--- src/rtl/adcsr_pkg.sv ---
package adcsr_pkg;
    typedef enum logic [1:0] {
        ST_IDLE  = 2'd0,
        ST_SHIFT = 2'd1,
        ST_TAIL  = 2'd2
    } sr_state_e;
endpackage

--- src/rtl/adcsr_sync.sv ---
module adcsr_sync #(
    parameter int   STAGES  = 2,
    parameter logic RST_VAL = 1'b0
) (
    input  logic clk,
    input  logic rst_n,
    input  logic d,
    output logic q
);
    generate
        if (STAGES == 0) begin : g_bypass
            assign q = d;
        end else begin : g_chain
            logic [STAGES-1:0] chain;
            always_ff @(posedge clk or negedge rst_n) begin
                if (!rst_n) chain <= {STAGES{RST_VAL}};
                else if (STAGES == 1) chain[0] <= d;
                else chain <= {chain[STAGES-2:0], d};
            end
            assign q = chain[STAGES-1];
        end
    endgenerate
endmodule

--- src/rtl/adcsr_fall_det.sv ---
module adcsr_fall_det (
    input  logic clk,
    input  logic rst_n,
    input  logic lvl,
    output logic fall
);
    logic lvl_q;

    always_ff @(posedge clk or negedge rst_n) begin
        if (!rst_n) lvl_q <= 1'b0;
        else        lvl_q <= lvl;
    end

    assign fall = lvl_q & ~lvl;
endmodule

--- src/rtl/adcsr_frame_reg.sv ---
module adcsr_frame_reg #(
    parameter int FRAME_W = 24,
    parameter int CNT_W   = 5
) (
    input  logic               clk,
    input  logic               rst_n,
    input  logic               load,
    input  logic [FRAME_W-1:0] load_word,
    input  logic               shift,
    output logic               head_bit,
    output logic [CNT_W-1:0]   bit_cnt
);
    logic [FRAME_W-1:0] word_q;

    always_ff @(posedge clk or negedge rst_n) begin
        if (!rst_n) begin
            word_q  <= '0;
            bit_cnt <= '0;
        end else if (load) begin
            word_q  <= load_word;
            bit_cnt <= '0;
        end else if (shift) begin
            word_q  <= {word_q[FRAME_W-2:0], 1'b0};
            bit_cnt <= bit_cnt + 1'b1;
        end
    end

    assign head_bit = word_q[FRAME_W-1];
endmodule

--- src/rtl/adc_result_shifter.sv ---
module adc_result_shifter
    import adcsr_pkg::*;
#(
    parameter int RES_W       = 14,
    parameter int STAT_W      = 2,
    parameter int LEAD_W      = 8,
    parameter int SYNC_STAGES = 2
) (
    input  logic              clk,
    input  logic              rst_n,
    input  logic              cs_n,
    input  logic              sclk,
    input  logic [RES_W-1:0]  conv_result,
    input  logic [STAT_W-1:0] conv_status,
    output logic              sdo,
    output logic              sdo_en
);
    localparam int FRAME_W = LEAD_W + RES_W + STAT_W;
    localparam int CNT_W   = $clog2(FRAME_W + 1);
    localparam logic [CNT_W-1:0] LAST_IDX = CNT_W'(FRAME_W - 1);

    sr_state_e        state_q, state_d;
    logic             cs_s, sclk_s, sclk_fall;
    logic             load, shift, head_bit;
    logic [CNT_W-1:0] bit_cnt;

    adcsr_sync #(.STAGES(SYNC_STAGES), .RST_VAL(1'b1)) u_cs_sync (
        .clk(clk), .rst_n(rst_n), .d(cs_n), .q(cs_s));

    adcsr_sync #(.STAGES(SYNC_STAGES), .RST_VAL(1'b0)) u_sclk_sync (
        .clk(clk), .rst_n(rst_n), .d(sclk), .q(sclk_s));

    adcsr_fall_det u_fall (
        .clk(clk), .rst_n(rst_n), .lvl(sclk_s), .fall(sclk_fall));

    assign load  = (state_q == ST_IDLE)  && !cs_s;
    assign shift = (state_q == ST_SHIFT) && !cs_s && sclk_fall;

    adcsr_frame_reg #(.FRAME_W(FRAME_W), .CNT_W(CNT_W)) u_frame (
        .clk(clk), .rst_n(rst_n), .load(load),
        .load_word({{LEAD_W{1'b0}}, conv_result, conv_status}),
        .shift(shift), .head_bit(head_bit), .bit_cnt(bit_cnt));

    // state register
    always_ff @(posedge clk or negedge rst_n) begin
        if (!rst_n) state_q <= ST_IDLE;
        else        state_q <= state_d;
    end

    // next state
    always_comb begin
        state_d = state_q;
        unique case (state_q)
            ST_IDLE:  if (!cs_s) state_d = ST_SHIFT;
            ST_SHIFT: begin
                if (cs_s)                               state_d = ST_IDLE;
                else if (shift && bit_cnt == LAST_IDX)  state_d = ST_TAIL;
            end
            ST_TAIL:  if (cs_s) state_d = ST_IDLE;
            default:  state_d = ST_IDLE;
        endcase
    end

    // outputs
    always_comb begin
        sdo_en = 1'b0;
        sdo    = 1'b0;
        unique case (state_q)
            ST_IDLE:  ;
            ST_SHIFT: begin sdo_en = 1'b1; sdo = head_bit; end
            ST_TAIL:  sdo_en = 1'b1;
            default:  ;
        endcase
    end


    desel_hiz_chk: assert property (@(posedge clk) disable iff (!rst_n)
        cs_s |=> !sdo_en);


    fall_only_chk: assert property (@(posedge clk) disable iff (!rst_n)
        (sdo_en && $past(sdo_en) && !$past(sclk_fall)) |-> $stable(sdo));


    frame_start_chk: assert property (@(posedge clk) disable iff (!rst_n)
        $rose(sdo_en) |-> (sdo == 1'b0 && bit_cnt == '0));


    cnt_bound_chk: assert property (@(posedge clk) disable iff (!rst_n)
        bit_cnt <= CNT_W'(FRAME_W));
endmodule

--- config.mk ---
export PLATFORM = sky130hd
export DESIGN_NAME = adc_result_shifter
export DESIGN_NICKNAME = d
export VERILOG_FILES = /design/src/rtl/adcsr_pkg.sv /design/src/rtl/adcsr_sync.sv /design/src/rtl/adcsr_fall_det.sv /design/src/rtl/adcsr_frame_reg.sv /design/src/rtl/adc_result_shifter.sv
export SDC_FILE = /design/constraint.sdc
export NUM_CORES = 1
export LEC_CHECK = 0
export CORE_MARGIN = 2
export CORE_UTILIZATION = 49
export CTS_CLUSTER_DIAMETER = 120
export CTS_CLUSTER_SIZE = 14
export DETAILED_ROUTE_END_ITERATION = 10
export PLACE_DENSITY = 0.86
export RECOVER_POWER = 25
export SLEW_MARGIN = 20
export SYNTH_ARGS = -nofsm -noshare
export SYNTH_HDL_FRONTEND = slang
export SYNTH_HIERARCHICAL = 1
export SYNTH_SLANG_ARGS = --single-unit
--- constraint.sdc ---
create_clock -name clk -period 1.7 [get_ports clk]
set_input_delay 0.17 -clock clk [delete_from_list [all_inputs] [get_ports clk]]
set_output_delay 0.17 -clock clk [all_outputs]
set_load 0.01 [all_outputs]
==> out/qor.yml <==
worst_setup_path:
  startpoint_type: "flip-flop"
  end_kind: "flip-flop"
  cp_num_buf_inv: 1
  crit_path_start: "state_q[1]"
  r2r-start: "state_q[1]"
  crit_fanout: 2
  path_cells: "buf_6, ha_4, or2_1, mux2_4, o41ai_4, mux2_1"
  path_class: "reg -> reg"
  cpMaxStageDelayCell: "dfrtp_1"
  critical_path.top_delay_family: "multiplexers"
  arrival_ns: 1.92
  required_ns: 1.91
  max_stage_delay_ns: 0.41
pwr:
  vdd_drop_max_uv: 632
  p_sw_share_pct: 32.6
  p_total_mw: 2.66
  p_comb_share_pct: 33.4
  cellLeakagePower_nw: 0.891
  power.density_nw_per_um2: 1250
  seq_power_share_pct: 50.6
  intPower_mw: 1.79
  power.switching_mw: 0.868
  power_frac_clock_pct: 16.0
layout:
  final_cell_mix: "dfrtp_1, nand2_1, mux2i_1"
  drive_above_1_share_pct: 13.6
  final_common_cell: "dfrtp_1"
  fin_nets: 215
  num_antenna_cells: 0
  syn2layout_area_growth_pct: 24.7
timing:
  maxSlewViolCount: 0
  fin_tns_setup_ns: -0.00530
  tightest_slew_ns: 0.855
  rsz0062_at_grt: "yes"
  clock_skew_ns: 0.0145
  fmax_mhz: 586
  finalSetupViolations: 1
  hold-worst-slack_ns: 0.357
  min_period_ns: 1.71
  finalCritPeriodShare_pct: 100
  slew_headroom_pct: 43.0
  setup_ws_ns: -0.00530
  finalHoldViolCount: 0
logic_synthesis:
  synth_area_leaders: "dfrtp_1, mux2i_1, nand2_1"
  ys_ff_latch: 36
  async_flop_share_pct: 100
  netlist_instances: 155
  ys_seq_area_share_pct: 52.8
  yosysWarnings: 6
  synth_area_um2: 1710
  syn_area_per_cell_um2: 11.0
  synth_cell_types: 32
  synth_top_cell_by_area: "dfrtp_1"
  ys.flop_type: "dfrtp_1"
  synth_top_area_share_pct: 49.7
  synth_edf_count: 0
die:
  num_io_pins: 22
  die_width_um: 63.1
  initial_core_util_pct: 51.3
  die_height_um: 63.1
  rows: 21
  fp.dieArea_um2: 3980
  coreArea_um2: 3340
clock_tree:
  htree_levels: 2
  cts_buffer_depth: 2
  path_clk_slew_ns: 0.10
  postCtsHoldBufs: 0
  clk_latency_ns: 0.34
  cts_made_buffers: 5
  cts_root_buffer: "clkbuf_4"
  clock_sinks: 36
  cts_tree: "done"
placed_design:
  io_buffer_count: 21
  hpwl_um: 2050
  place.gp.congestion: 0.702
detailed_routing:
  drc: 0
  viasPerCell: 5.02
  antenna_left: 0
  drt-wirelength-per-cell_um: 12.7
  vias: 1190
  wl_um: 3010
  drtIter0Drc: 40
  drt_first_pass_iters: 4
grt:
  grt_pass1_vias: 1150
  grt_overflow: 0
  grtUsageTotal_pct: 15.8
  grt_max_degree: 52
  grt_pass1_wl_um: 4880
  grt_antenna_before_repair: 0
worst_hold_path:
  hold_path.class: "reg -> reg"
  hp-start: "u_sclk_sync/g_chain.chain[0]"
status:
  status: "finished with violations"
  failed_checks: "negative setup slack"
job:
  drv_cap: 0
==> per-stage QoR <==
stage | instance area [µm²] | utilization, % | setup WS, ns | std cells
final | 2130 | 63.9 | -0.00530 | 237
after global routing | 2130 | 63.9 | -0.0456 | 237
after CTS | 2080 | 62.5 | -0.0154 | 234
after detailed placement | 1970 | 59.2 | -0.0695 | 223
after global placement | 1970 | 59.2 | 0.0538 | 223
after floorplan | 1740 | - | 0.0739 | 162
==> per-layer routing <==
| layer | vias to the layer above | global-route usage [%] | wire length, µm |
|---|---|---|---|
| met4 | 0 | 8.33 | 65 |
| met2 | 13 | 27.3 | 1550 |
| met1 | 580 | 18.2 | 1330 |
| met5 | - | 0 | 0 |
| li1 | 593 | - | - |
| met3 | 4 | 3.75 | 66 |
==> path summary, 6_finish.rpt <==
kind,to,cells past startpoint,slack (ns)
min in group asynchronous,u_frame/word_q[23],2,0.47
min reg2reg,u_sclk_sync/g_chain.chain[1],0,0.36
max reg2reg,state_q[0],6,-0.005
max in group asynchronous,u_frame/bit_cnt[3],2,0.68
max,state_q[0],6,-0.005
min,u_sclk_sync/g_chain.chain[1],0,0.36
==> cell usage after synthesis, drive strengths merged (2+ instances only) <==
cell and instances:
nand2 26, a21oi 2, nand4 2, nor2b 4, nor2 4, ha 5
dfstp 2, o21ai 24, clkbuf 4, inv 2, buf 6, mux2 4
mux2i 24, dfrtp 34
==> cells by family (layout without fill, tap and decap cells) <==
group | Yosys count | in the layout | synth area share, %
AO/OA/AOI/OAI | 29 | 29 | 9.22
XOR/XNOR | 1 | 1 | 0.512
adder cells (fa/ha/maj) | 5 | 5 | 3.66
buffers and inverters | 12 | 41 | 4.83
flip-flops | 36 | 36 | 52.8
multiplexers | 28 | 28 | 16.7
other | 1 | 8 | 0.219
AND/OR/NAND/NOR | 43 | 43 | 12.1
==> layout make-up <==
cell class	count	area, µm²
Fill cell	276	1200
Sequential cell	36	903
Multi-Input combinational cell	114	807
Timing Repair Buffer	31	308
Tap cell	46	57.6
Clock buffer	7	45.0
Inverter	2	7.51
Clock inverter	1	5.00
==> timing repair <==
| action | CTS | global route |
|---|---|---|
| pin swaps | 1 | 1 |
| resized for setup | 10 | 6 |
| setup endpoints to repair | 25 | 26 |
| setup buffers | 3 | 3 |
==> worst register-to-register path: cells and delay by family (launching register included) <==
kind	cells	cell delay (ns)
simple gates	1	0.23
compound gates	1	0.05
flops	1	0.41
buf+inv	1	0.13
fa+ha+maj	1	0.15
mux	2	0.63
==> state kept, by name, indices dropped and copies added (netlist names) <==
register                   count
u_frame/word_q                24
u_frame/bit_cnt                5
state_q                        2
u_cs_sync/g_chain.chain        2
u_sclk_sync/g_chain.chain      2
u_fall/lvl_q                   1
==> power groups by stage <==
| stage | Clock, mW | Combinational, mW | Sequential (mW) |
|---|---|---|---|
| final | 0.427 | 0.890 | 1.35 |
| after global routing | 0.476 | 0.990 | 1.38 |
| after CTS | 0.450 | 0.838 | 1.34 |
| after detailed placement | 0 | 0.755 | 1.37 |
| after global placement | 0 | 0.701 | 1.34 |
| after floorplan | 0 | 0.551 | 1.30 |
Note: power is estimated with default switching activity, not from simulation.
